==> src/rtl/npp_pkg.sv <==
package npp_pkg;

  typedef enum logic [2:0] {
    ST_IDLE,
    ST_CMD,
    ST_POLL_A,
    ST_POLL_B,
    ST_CONF_A,
    ST_CONF_B,
    ST_ABORT
  } npp_state_e;

  typedef enum logic {
    MODE_DATA   = 1'b0,
    MODE_TOGGLE = 1'b1
  } npp_mode_e;

  localparam int unsigned CMD_STEPS = 4;

  localparam logic [11:0] UNLOCK_A = 12'h555;
  localparam logic [11:0] UNLOCK_B = 12'h2AA;
  localparam logic [7:0]  KEY_1    = 8'hAA;
  localparam logic [7:0]  KEY_2    = 8'h55;
  localparam logic [7:0]  KEY_PGM  = 8'hA0;
  localparam logic [7:0]  KEY_RST  = 8'hF0;

  localparam int unsigned BIT_DPOLL  = 7;
  localparam int unsigned BIT_TOGGLE = 6;
  localparam int unsigned BIT_TLIM   = 5;

endpackage

==> src/rtl/npp_bus_port.sv <==
module npp_bus_port #(
  parameter int unsigned AW = 20,
  parameter int unsigned DW = 16
) (
  input  logic          clk,
  input  logic          rst,
  input  logic          start_wr,
  input  logic          start_rd,
  input  logic [AW-1:0] addr,
  input  logic [DW-1:0] wdata,
  input  logic          bus_ack,
  output logic          bus_wr,
  output logic          bus_rd,
  output logic [AW-1:0] bus_addr,
  output logic [DW-1:0] bus_wdata,
  output logic          active,
  output logic          xfer_done
);

  assign active    = bus_wr | bus_rd;
  assign xfer_done = active & bus_ack;

  always_ff @(posedge clk) begin
    if (rst) begin
      bus_wr    <= 1'b0;
      bus_rd    <= 1'b0;
      bus_addr  <= '0;
      bus_wdata <= '0;
    end else if (xfer_done) begin
      bus_wr <= 1'b0;
      bus_rd <= 1'b0;
    end else if (!active) begin
      if (start_wr) begin
        bus_wr    <= 1'b1;
        bus_addr  <= addr;
        bus_wdata <= wdata;
      end else if (start_rd) begin
        bus_rd   <= 1'b1;
        bus_addr <= addr;
      end
    end
  end

endmodule

==> src/rtl/npp_status_eval.sv <==
module npp_status_eval #(
  parameter int unsigned DW = 16
) (
  input  logic          mode,
  input  logic          want_b7,
  input  logic [DW-1:0] cur,
  input  logic [DW-1:0] prev,
  output logic          settled,
  output logic          tlim_flag
);
  import npp_pkg::*;

  logic data_match;
  logic toggle_still;

  assign data_match   = (cur[BIT_DPOLL] == want_b7);
  assign toggle_still = (cur[BIT_TOGGLE] == prev[BIT_TOGGLE]);

  always_comb begin
    if (mode == MODE_DATA) settled = data_match;
    else                   settled = toggle_still;
  end

  assign tlim_flag = cur[BIT_TLIM];

endmodule

==> src/rtl/npp_poll_ctr.sv <==
module npp_poll_ctr #(
  parameter int unsigned LW = 8
) (
  input  logic          clk,
  input  logic          rst,
  input  logic          clr,
  input  logic          inc,
  input  logic [LW-1:0] limit,
  output logic          reached
);

  logic [LW-1:0] cnt;
  logic [LW:0]   cnt_next;

  assign cnt_next = {1'b0, cnt} + 1'b1;
  assign reached  = (cnt_next >= {1'b0, limit});

  always_ff @(posedge clk) begin
    if (rst || clr) begin
      cnt <= '0;
    end else if (inc && !cnt_next[LW]) begin
      cnt <= cnt_next[LW-1:0];
    end
  end

endmodule

==> src/rtl/nor_prog_poller.sv <==
module nor_prog_poller #(
  parameter int unsigned AW = 20,
  parameter int unsigned DW = 16,
  parameter int unsigned LW = 8
) (
  input  logic          clk,
  input  logic          rst,
  input  logic          req_valid,
  input  logic [AW-1:0] req_addr,
  input  logic [DW-1:0] req_data,
  input  logic          req_mode,
  input  logic [LW-1:0] req_limit,
  output logic          req_ready,
  output logic          res_valid,
  output logic          res_pass,
  output logic          bus_wr,
  output logic          bus_rd,
  output logic [AW-1:0] bus_addr,
  output logic [DW-1:0] bus_wdata,
  input  logic          bus_ack,
  input  logic [DW-1:0] bus_rdata
);
  import npp_pkg::*;

  localparam int unsigned SW = $clog2(CMD_STEPS);
  localparam logic [SW-1:0] LAST_STEP = SW'(CMD_STEPS - 1);

  npp_state_e    state;
  logic [SW-1:0] step;
  logic [AW-1:0] tgt_addr;
  logic [DW-1:0] tgt_data;
  logic          mode;
  logic [LW-1:0] limit;
  logic [DW-1:0] prev;

  logic          start_wr, start_rd;
  logic [AW-1:0] nxt_addr;
  logic [DW-1:0] nxt_wdata;
  logic          active, xfer_done;
  logic          settled, tlim_flag, reached;
  logic          accept, poll_read;

  assign req_ready = (state == ST_IDLE);
  assign accept    = req_ready && req_valid;
  assign poll_read = xfer_done && (state == ST_POLL_A || state == ST_POLL_B);

  // Address and data for the next transfer
  always_comb begin
    start_wr  = 1'b0;
    start_rd  = 1'b0;
    nxt_addr  = tgt_addr;
    nxt_wdata = '0;
    unique case (state)
      ST_CMD: begin
        start_wr = !active;
        unique case (step)
          2'd0: begin nxt_addr = AW'(UNLOCK_A); nxt_wdata = DW'(KEY_1);   end
          2'd1: begin nxt_addr = AW'(UNLOCK_B); nxt_wdata = DW'(KEY_2);   end
          2'd2: begin nxt_addr = AW'(UNLOCK_A); nxt_wdata = DW'(KEY_PGM); end
          default: begin nxt_addr = tgt_addr;  nxt_wdata = tgt_data;      end
        endcase
      end
      ST_ABORT: begin
        start_wr  = !active;
        nxt_addr  = '0;
        nxt_wdata = DW'(KEY_RST);
      end
      ST_POLL_A, ST_POLL_B, ST_CONF_A, ST_CONF_B: start_rd = !active;
      default: ;
    endcase
  end

  npp_bus_port #(.AW(AW), .DW(DW)) u_port (
    .clk       (clk),
    .rst       (rst),
    .start_wr  (start_wr),
    .start_rd  (start_rd),
    .addr      (nxt_addr),
    .wdata     (nxt_wdata),
    .bus_ack   (bus_ack),
    .bus_wr    (bus_wr),
    .bus_rd    (bus_rd),
    .bus_addr  (bus_addr),
    .bus_wdata (bus_wdata),
    .active    (active),
    .xfer_done (xfer_done)
  );

  npp_status_eval #(.DW(DW)) u_eval (
    .mode      (mode),
    .want_b7   (tgt_data[BIT_DPOLL]),
    .cur       (bus_rdata),
    .prev      (prev),
    .settled   (settled),
    .tlim_flag (tlim_flag)
  );

  npp_poll_ctr #(.LW(LW)) u_ctr (
    .clk     (clk),
    .rst     (rst),
    .clr     (accept),
    .inc     (poll_read),
    .limit   (limit),
    .reached (reached)
  );

  always_ff @(posedge clk) begin
    if (rst) begin
      state     <= ST_IDLE;
      step      <= '0;
      tgt_addr  <= '0;
      tgt_data  <= '0;
      mode      <= MODE_DATA;
      limit     <= '0;
      prev      <= '0;
      res_valid <= 1'b0;
      res_pass  <= 1'b0;
    end else begin
      res_valid <= 1'b0;
      unique case (state)
        ST_IDLE: if (req_valid) begin
          tgt_addr <= req_addr;
          tgt_data <= req_data;
          mode     <= req_mode;
          limit    <= req_limit;
          step     <= '0;
          state    <= ST_CMD;
        end
        ST_CMD: if (xfer_done) begin
          if (step == LAST_STEP) state <= ST_POLL_A;
          step <= step + 1'b1;
        end
        ST_POLL_A, ST_POLL_B: if (xfer_done) begin
          prev <= bus_rdata;
          if (state == ST_POLL_A && mode == MODE_TOGGLE) begin
            state <= ST_POLL_B;
          end else if (settled) begin
            res_valid <= 1'b1;
            res_pass  <= 1'b1;
            state     <= ST_IDLE;
          end else if (tlim_flag) begin
            state <= (mode == MODE_DATA) ? ST_CONF_B : ST_CONF_A;
          end else if (reached) begin
            state <= ST_ABORT;
          end else begin
            state <= ST_POLL_A;
          end
        end
        ST_CONF_A: if (xfer_done) begin
          prev  <= bus_rdata;
          state <= ST_CONF_B;
        end
        ST_CONF_B: if (xfer_done) begin
          if (settled) begin
            res_valid <= 1'b1;
            res_pass  <= 1'b1;
            state     <= ST_IDLE;
          end else begin
            state <= ST_ABORT;
          end
        end
        ST_ABORT: if (xfer_done) begin
          res_valid <= 1'b1;
          res_pass  <= 1'b0;
          state     <= ST_IDLE;
        end
        default: state <= ST_IDLE;
      endcase
    end
  end

endmodule

==> config.mk <==
export PLATFORM = sky130hd
export DESIGN_NAME = nor_prog_poller
export DESIGN_NICKNAME = d
export VERILOG_FILES = /design/src/rtl/npp_pkg.sv /design/src/rtl/npp_bus_port.sv /design/src/rtl/npp_status_eval.sv /design/src/rtl/npp_poll_ctr.sv /design/src/rtl/nor_prog_poller.sv
export SDC_FILE = /design/constraint.sdc
export NUM_CORES = 1
export LEC_CHECK = 0
export CAP_MARGIN = 20
export CORE_MARGIN = 2
export CORE_UTILIZATION = 45
export CTS_CLUSTER_DIAMETER = 30
export DETAILED_ROUTE_END_ITERATION = 8
export PLACE_DENSITY = 0.76
export SYNTH_ARGS = -nofsm -noshare
export SYNTH_HDL_FRONTEND = slang
export SYNTH_HIERARCHICAL = 1
export SYNTH_SLANG_ARGS = --single-unit
==> constraint.sdc <==
create_clock -name clk -period 5.64 [get_ports clk]
set_input_delay 1.41 -clock clk [delete_from_list [all_inputs] [get_ports clk]]
set_output_delay 1.41 -clock clk [all_outputs]
set_load 0.01 [all_outputs]
Word-level counts from Yosys, hierarchy flattened. Cells that the tools add are included.

Input port bits: 65. Logic and storage cells: 107. Output and inout port bits: 41. Register bits after elaboration: 105.

Reduce and logical (&&, ||, !) cells: 28. Bitwise operators: 5. Equal/unequal tests: 19. Multiplexer cells: 38. $lt $le $gt $ge: 1. Add/subtract/negate cells: 2.

Operator list (number): $pmux 20 s2 (2); $pmux 16 s3 (1); $mux 20 (2); $mux 3 (12); $pmux 16 s2 (1); $pmux 3 s6 (1); $ne 2x2->1 const B (8); $mux 1 (14); $reduce_and 3->1 (4); $add 8x1->9 const B (1); $eq 3x3->1 const B (3); $ge 9x8->1 (1); $reduce_or 2->1 (4); $reduce_and 7->1 (1); $eq 3x2->1 const B (2); $pmux 1 s3 (2); $reduce_and 2->1 (3); $reduce_and 5->1 (1); $eq 2x2->1 const B (2); $logic_and 1x1->1 (4); $mux 2 (2); $pmux 2 s2 (1); $reduce_bool 2->1 (2); $reduce_or 4->1 (1); other kinds (13) (18).

Logic depth before layout (Yosys ltp). Gate-level depths: netlist (run 1).

Word-level depth: 8. Mapped depth: 12. Gate-level depth less buffers: 11.

Modules after synthesis. The synthesis (run 1) kept the hierarchy.

Modules (own cells, without submodules): nor_prog_poller (times used 1, cells each 440, seq. area each 1361.3 µm², area each 3608.5 µm²); npp_bus_port (times used 1, cells each 151, seq. area each 760.7 µm², area each 1579.0 µm²); npp_poll_ctr (times used 1, cells each 90, seq. area each 160.2 µm², area each 772.0 µm²); npp_status_eval (times used 1, cells each 4, seq. area each 0.0 µm², area each 35.0 µm²).

Worst setup path after synthesis (run 1). OpenSTA, ideal clock, no wires.

Kind: input to register. Start point: input port bus_ack. End point: register u_ctr.cnt[7]. Library setup time: 0.122 ns. Stages: 9. Data required time: 5.518 ns. Arrival: 2.681 ns. Buffers on the path: 2. Slack: 2.838 ns. Cell sequence: inv_1 > nor2_1 > clkbuf_1 > inv_1 > nor3_1 > clkbuf_2 > nand4_1 > nor4bb_4 > nor4_2.

Longest elaborated chain between the ends: 3.

RTL lines: from (decl) (RTL line nor_prog_poller.sv:20) `input logic bus_ack,`; $and 1x1->1 (RTL line npp_bus_port.sv:21) `assign xfer_done = active & bus_ack;`; net xfer_done (RTL line nor_prog_poller.sv:39) `logic active, xfer_done;`; $logic_and 1x1->1 (RTL line nor_prog_poller.sv:45) `assign poll_read = xfer_done && (state == ST_POLL_A || state == ST_POLL_B);`; net poll_read (RTL line nor_prog_poller.sv:41) `logic accept, poll_read;`; $logic_and 1x1->1 (RTL line npp_poll_ctr.sv:21) `end else if (inc && !cnt_next[LW]) begin`; to (signal assigned) (RTL line npp_poll_ctr.sv:22) `cnt <= cnt_next[LW-1:0];`; to (decl) (RTL line npp_poll_ctr.sv:12) `logic [LW-1:0] cnt;`.

The timed path passes the listed nets, and every way through them passes these cells. A chain may end at the register's enable or synchronous reset.

Worst setup path in the final report (run 1). Ends and elaborated chain as after synthesis.

==> run metrics, run 1 <==
clk buf depth=2; row count=39; GR Util met1=23.7%; post-CTS sizing=0; RSZ-0062 raised after global routing=false; Critical Path AT=4.12 ns; HP Class=reg -> reg; Critical Path Sink Type=flop; post-synthesis cell count=609; fin nets=742; Global Route Usage Sum=18.8%; vias in the first global route=4123; Worst Path Class, Setup=in -> reg; multi-input logic area=0.00283 sq mm; Antenna Nets Post-Route=0; largest net degree at the start of global routing=63; drt pass-1 iters=4; worst skew pair latency=0.35 ns; Num CTS Buffers=9; P_int=0.00156 W; Place WS=1.47 ns; most frequent cells in the layout=dfxtp_1 (99), clkdlybuf4s50_1 (91), nand2_1 (85); dpl cells=794; CP startpoint kind=input port; crit-path max FO=11; status=complete, no violations; TNS Setup=0 ns; first-pass GRT wire length=19.4 mm; Die Y=112 um; hold buffer count at cts=0; synth-to-layout area growth=20.7%; die area=0.0125 sq mm; Mapped Nets=688; setup slack after layout=1.73 ns; final RePlAce weighted congestion=0.843; CTS HTree Levels=3; Max transition margin=26.1%; initial DRC count=230; switching portion of total power=35.8%; Reg clk slew, reported paths=0.07 ns; Reg power frac=37.4%; Initial Utilization=46.1%; Max VDD drop=0.230 mV; Max-Cap Viols=0; TritonCTS clock tree=done; Net Switching=0.000868 W; Leak Pwr=2.29 nW; Synth Cell Area=0.00524 sq mm; R2R cell count=11; Ys Warns=6; # IOs=106; WP data required=5.85 ns; Fillers=1046; Sequential Area=0.00198 sq mm; width of the die=112 um; met2 usage in global routing=32.6%; drt total wl=11.9 mm; Final setup viols=0; Hold Path Cell Cnt=2; skew final=0.00895 ns; core area=0.0114 sq mm; max-slew violation count=0; gr ovfl total=0; # DRC=0; detailed placer's ending HPWL=8.08 mm; part of the power in the clock network=26.0%; WL/cell=14.6 um; period utilization=69.4%; Worst Tran Pin Value=1.11 ns; commonest non-fill, non-tap cell in the layout=dfxtp_1; min Tclk post-route=3.91 ns; Power Density=384 mW/mm^2; via count=4270; Setup Fix Bufs, Post-CTS=0; Port Buffers=92; Root Driver=clkbuf_16; met3 Resource Use GR=3.70%; clk sink count=99; final hold vios=0; fin cells=811; Antenna diodes=0; initial antenna violation count=0; combinational power share=36.6%; most used routing layer in global routing=met2; vias per std cell=5.27; Peak Freq=0.256 GHz; layout cells sized above 1=11.5%; Mapped Avg Cell Area=8.60 sq um
==> area by class of cell <==
type | count | share of cell area [%]
multi-input cells | 441 | 44.7
repair buffers | 95 | 15.2
inverters | 17 | 1.05
clock inverters | 7 | 1.27
flip-flops and latches | 99 | 31.4
clock buffers | 9 | 3.56
well taps | 143 | 2.83
==> sequential cells by signal (all words and copies together), names as in the netlist, 2 cells and up <==
signal	count
tgt_addr	20
u_port/bus_addr	20
tgt_data	16
u_port/bus_wdata	16
limit	8
u_ctr/cnt	8
state	3
step	2
==> per-stage QoR <==
| step | cell area [sq um] | power [W] | util (%) | hold slack, ns |
|---|---|---|---|---|
| 6_report | 6320 | 0.00243 | 55.6 | 0.455 |
| 5_1_grt | 6320 | 0.00256 | 55.6 | 0.473 |
| 4_1_cts | 6290 | 0.00243 | 55.4 | 0.456 |
| 3_5_place_dp | 5990 | 0.00179 | 52.7 | 0.446 |
| 3_3_place_gp | 5990 | 0.00176 | 52.7 | 0.440 |
| 2_1_floorplan | 5240 | 0.00163 | - | 0.432 |
==> final timing paths <==
check                                  from                        end  slack [ns]
setup reg to reg  u_ctr/cnt[0]$_SDFFE_PP0P_      state[2]$_SDFFE_PP0P_        2.71
hold / removal    tgt_addr[12]$_SDFFE_PP0P_  tgt_addr[12]$_SDFFE_PP0P_        0.45
setup / recovery                    bus_ack  u_ctr/cnt[7]$_SDFFE_PP0P_        1.73
hold reg to reg   tgt_addr[12]$_SDFFE_PP0P_  tgt_addr[12]$_SDFFE_PP0P_        0.45
==> metal layers <==
layer  share of wire [%]  wire length [um]
met1                  45              5340
met2                  50              5960
met3                 3.5               419
met4                 1.3               153
met5                   0                 0
==> critical path: stages <==
cell             delay [ns]
clkdlybuf4s50_1        0.45
inv_1                  0.06
nor2_1                 0.56
inv_1                  0.20
nor3_1                 0.70
nand4_1                0.32
nor4bb_4               0.34
nor4_2                 0.07
==> power by group through the flow <==
stage / clock (W) / sequential (W) / combinational (W)
after global placement: 0 / 0.000915 / 0.000844
after CTS: 0.000647 / 0.000907 / 0.000873
after global routing: 0.000674 / 0.000924 / 0.000966
final: 0.000631 / 0.000908 / 0.000888
after detailed placement: 0 / 0.000921 / 0.000870
after floorplan: 0 / 0.000886 / 0.000747
No activity file was read; power rests on OpenSTA's default activity.
==> run 2, diff against run 1 <==
Clock period 5.64 ns to 3.7 ns, I/O delays scaled along.
==> run metrics, run 2 (same netlist as run 1, synthesis figures left out) <==
final instance area=0.00636 sq mm (+0.57%); Crit-path slowest cell=or4b_1; Initial Utilization=46.1% (unchanged); die area=0.0125 sq mm (unchanged); Global Route Usage Sum=19.5% (+0.76 points); # IOs=106 (unchanged); vias per std cell=5.30 (+0.74%); fin cells=816 (+0.62%); CP cell instances=ha_1 -> and2_1 -> nand2_1 -> xnor2_1 -> ha_1 -> o21ai_0 -> o2bb2ai_2 -> a211o_1 -> nor2_1 -> or4b_1 -> a311oi_1; vias in the first global route=4272 (+3.6%); Die Y=112 um (unchanged); drt pass-1 iters=6 (+2); Peak Freq=0.348 GHz; initial DRC count=285 (+24%); # DRC=0 (unchanged); core area=0.0114 sq mm (unchanged); layout cells sized above 1=12.0% (+0.51 points); Worst Path Class, Setup=reg -> reg; crit-path max FO=7 (-4); Root Driver=clkbuf_16; Port Buffers=92 (unchanged); period utilization=77.6%; HP Class=reg -> reg; Leak Pwr=2.32 nW (+1.4%); biggest regs=tgt_addr: 20 flops, u_port/bus_addr: 20 flops; Num CTS Buffers=9 (unchanged); width of the die=112 um (unchanged); clk buf depth=2 (unchanged); Antenna Nets Post-Route=0 (unchanged); drt total wl=12.0 mm (+1.2%); synth-to-layout area growth=21.4%; most frequent CP cell=ha_1; Setup Fix Bufs, Post-CTS=0 (unchanged); post-CTS sizing=0 (unchanged); final RePlAce weighted congestion=0.829 (-1.6%); via count=4328 (+1.4%); RSZ-0062 raised after global routing=false; commonest non-fill, non-tap cell in the layout=dfxtp_1; detailed placer's ending HPWL=8.00 mm (-0.92%); largest net degree at the start of global routing=95 (+51%); hold buffer count at cts=0 (unchanged); Place WS=0.645 ns (-0.821 ns); min Tclk post-route=2.87 ns; WL/cell=14.7 um (+0.62%); first-pass GRT wire length=20.1 mm (+3.7%); initial antenna violation count=0 (unchanged); Crit path max-delay family=simple AND/OR/NAND/NOR gates; Max-Cap Viols=0 (unchanged); Max VDD drop=0.427 mV (+85%); Power Density=590 mW/mm^2 (+54%); max-slew violation count=0 (unchanged); WP data required=3.96 ns (-1.89 ns); final hold vios=0 (unchanged); dpl cells=801 (+0.88%); CTS HTree Levels=3 (unchanged); skew final=0.00735 ns (-0.00160 ns); Antenna diodes=0 (unchanged); Max transition margin=38.9% (+13 points); Reg clk slew, reported paths=0.07 ns (about the same); clk sink count=99 (unchanged); Worst Tran Pin Value=0.917 ns (-0.190 ns); placed cell area=0.00604 sq mm (+0.88%); Critical path buffers and inverters=0 (-3); Fillers=1043 (-0.29%); CP startpoint kind=flop; Final setup viols=0 (unchanged); fin nets=748 (+0.81%); most frequent cells in the layout=dfxtp_1 (99), clkdlybuf4s50_1 (91), nand2_1 (85); row count=39 (unchanged); CP max stage delay=0.50 ns (-0.20 ns); Critical Path Sink Type=flop; TNS Setup=0 ns (unchanged); TritonCTS clock tree=done; worst skew pair latency=0.35 ns (about the same); gr ovfl total=0 (unchanged); status=complete, no violations; hold_ws=0.450 ns (-0.00428 ns); Critical Path AT=3.13 ns (-0.99 ns); setup slack after layout=0.829 ns (-0.898 ns)
run 2: changes by cell type in the layout (fill, tap and decap cells not counted):
| cell | previous run | this run |
|---|---|---|
| inv_8 | 1 | 0 |
| bufinv_16 | 1 | 2 |
| clkinvlp_4 | 1 | 0 |
| inv_6 | 3 | 1 |
| buf_16 | 1 | 0 |
| clkbuf_8 | 0 | 1 |
| clkbuf_1 | 0 | 1 |
| buf_4 | 3 | 10 |
run 2: final cells by class:
type / count / area (sq um) / share of cell area [%]
sequential: 99 / 1980 / 31.2
multi-input combinational: 441 / 2830 / 44.5
clock inverter: 4 / 73.8 / 1.16
tap: 143 / 179 / 2.81
inverter: 17 / 66.3 / 1.04
timing repair buffer: 101 / 986 / 15.5
clock buffer: 11 / 243 / 3.82
run 2: power breakdown:
| group | switching (W) | total (W) | leakage (nW) | internal [W] |
|---|---|---|---|---|
| sequential | 0.000139 | 0.00136 | 0.805 | 0.00122 |
| clock | 0.000403 | 0.00101 | 0.156 | 0.000609 |
| combinational | 0.000761 | 0.00138 | 1.36 | 0.000620 |
run 2: worst reg2reg max path: cells and delay by family (launching register included):
kind | cells | cell delay, ns
adders and majority gates | 2 | 0.62
AOI/OAI and AO/OA | 4 | 0.66
xor gates and xnor gates | 1 | 0.14
and+or+nand+nor | 4 | 0.92
DFF | 1 | 0.43
run 2: worst paths after layout:
kind / to / start / cells after the start / slack [ns]
min: tgt_addr[18]$_SDFFE_PP0P_ / tgt_addr[18]$_SDFFE_PP0P_ / 2 / 0.45
min reg2reg: tgt_addr[18]$_SDFFE_PP0P_ / tgt_addr[18]$_SDFFE_PP0P_ / 2 / 0.45
max reg2reg: state[2]$_SDFFE_PP0P_ / u_ctr/cnt[0]$_SDFFE_PP0P_ / 11 / 0.83
max: state[2]$_SDFFE_PP0P_ / u_ctr/cnt[0]$_SDFFE_PP0P_ / 11 / 0.83
run 2: routing by layer:
layer / global-route usage, % / vias to the layer above / part of all wire, %
li1: - / 2166 / -
met1: 25.1 / 2044 / 46
met2: 32.7 / 99 / 48
met3: 3.32 / 19 / 3.9
met4: 7.98 / 0 / 1.7
met5: 0 / - / 0
run 2: metrics by stage:
step                power (W)  utilization, %
floorplan             0.00249               -
global placement      0.00272            53.1
detailed placement    0.00276            53.1
CTS                   0.00378            55.9
global route          0.00396            55.9
finish                0.00375            55.9
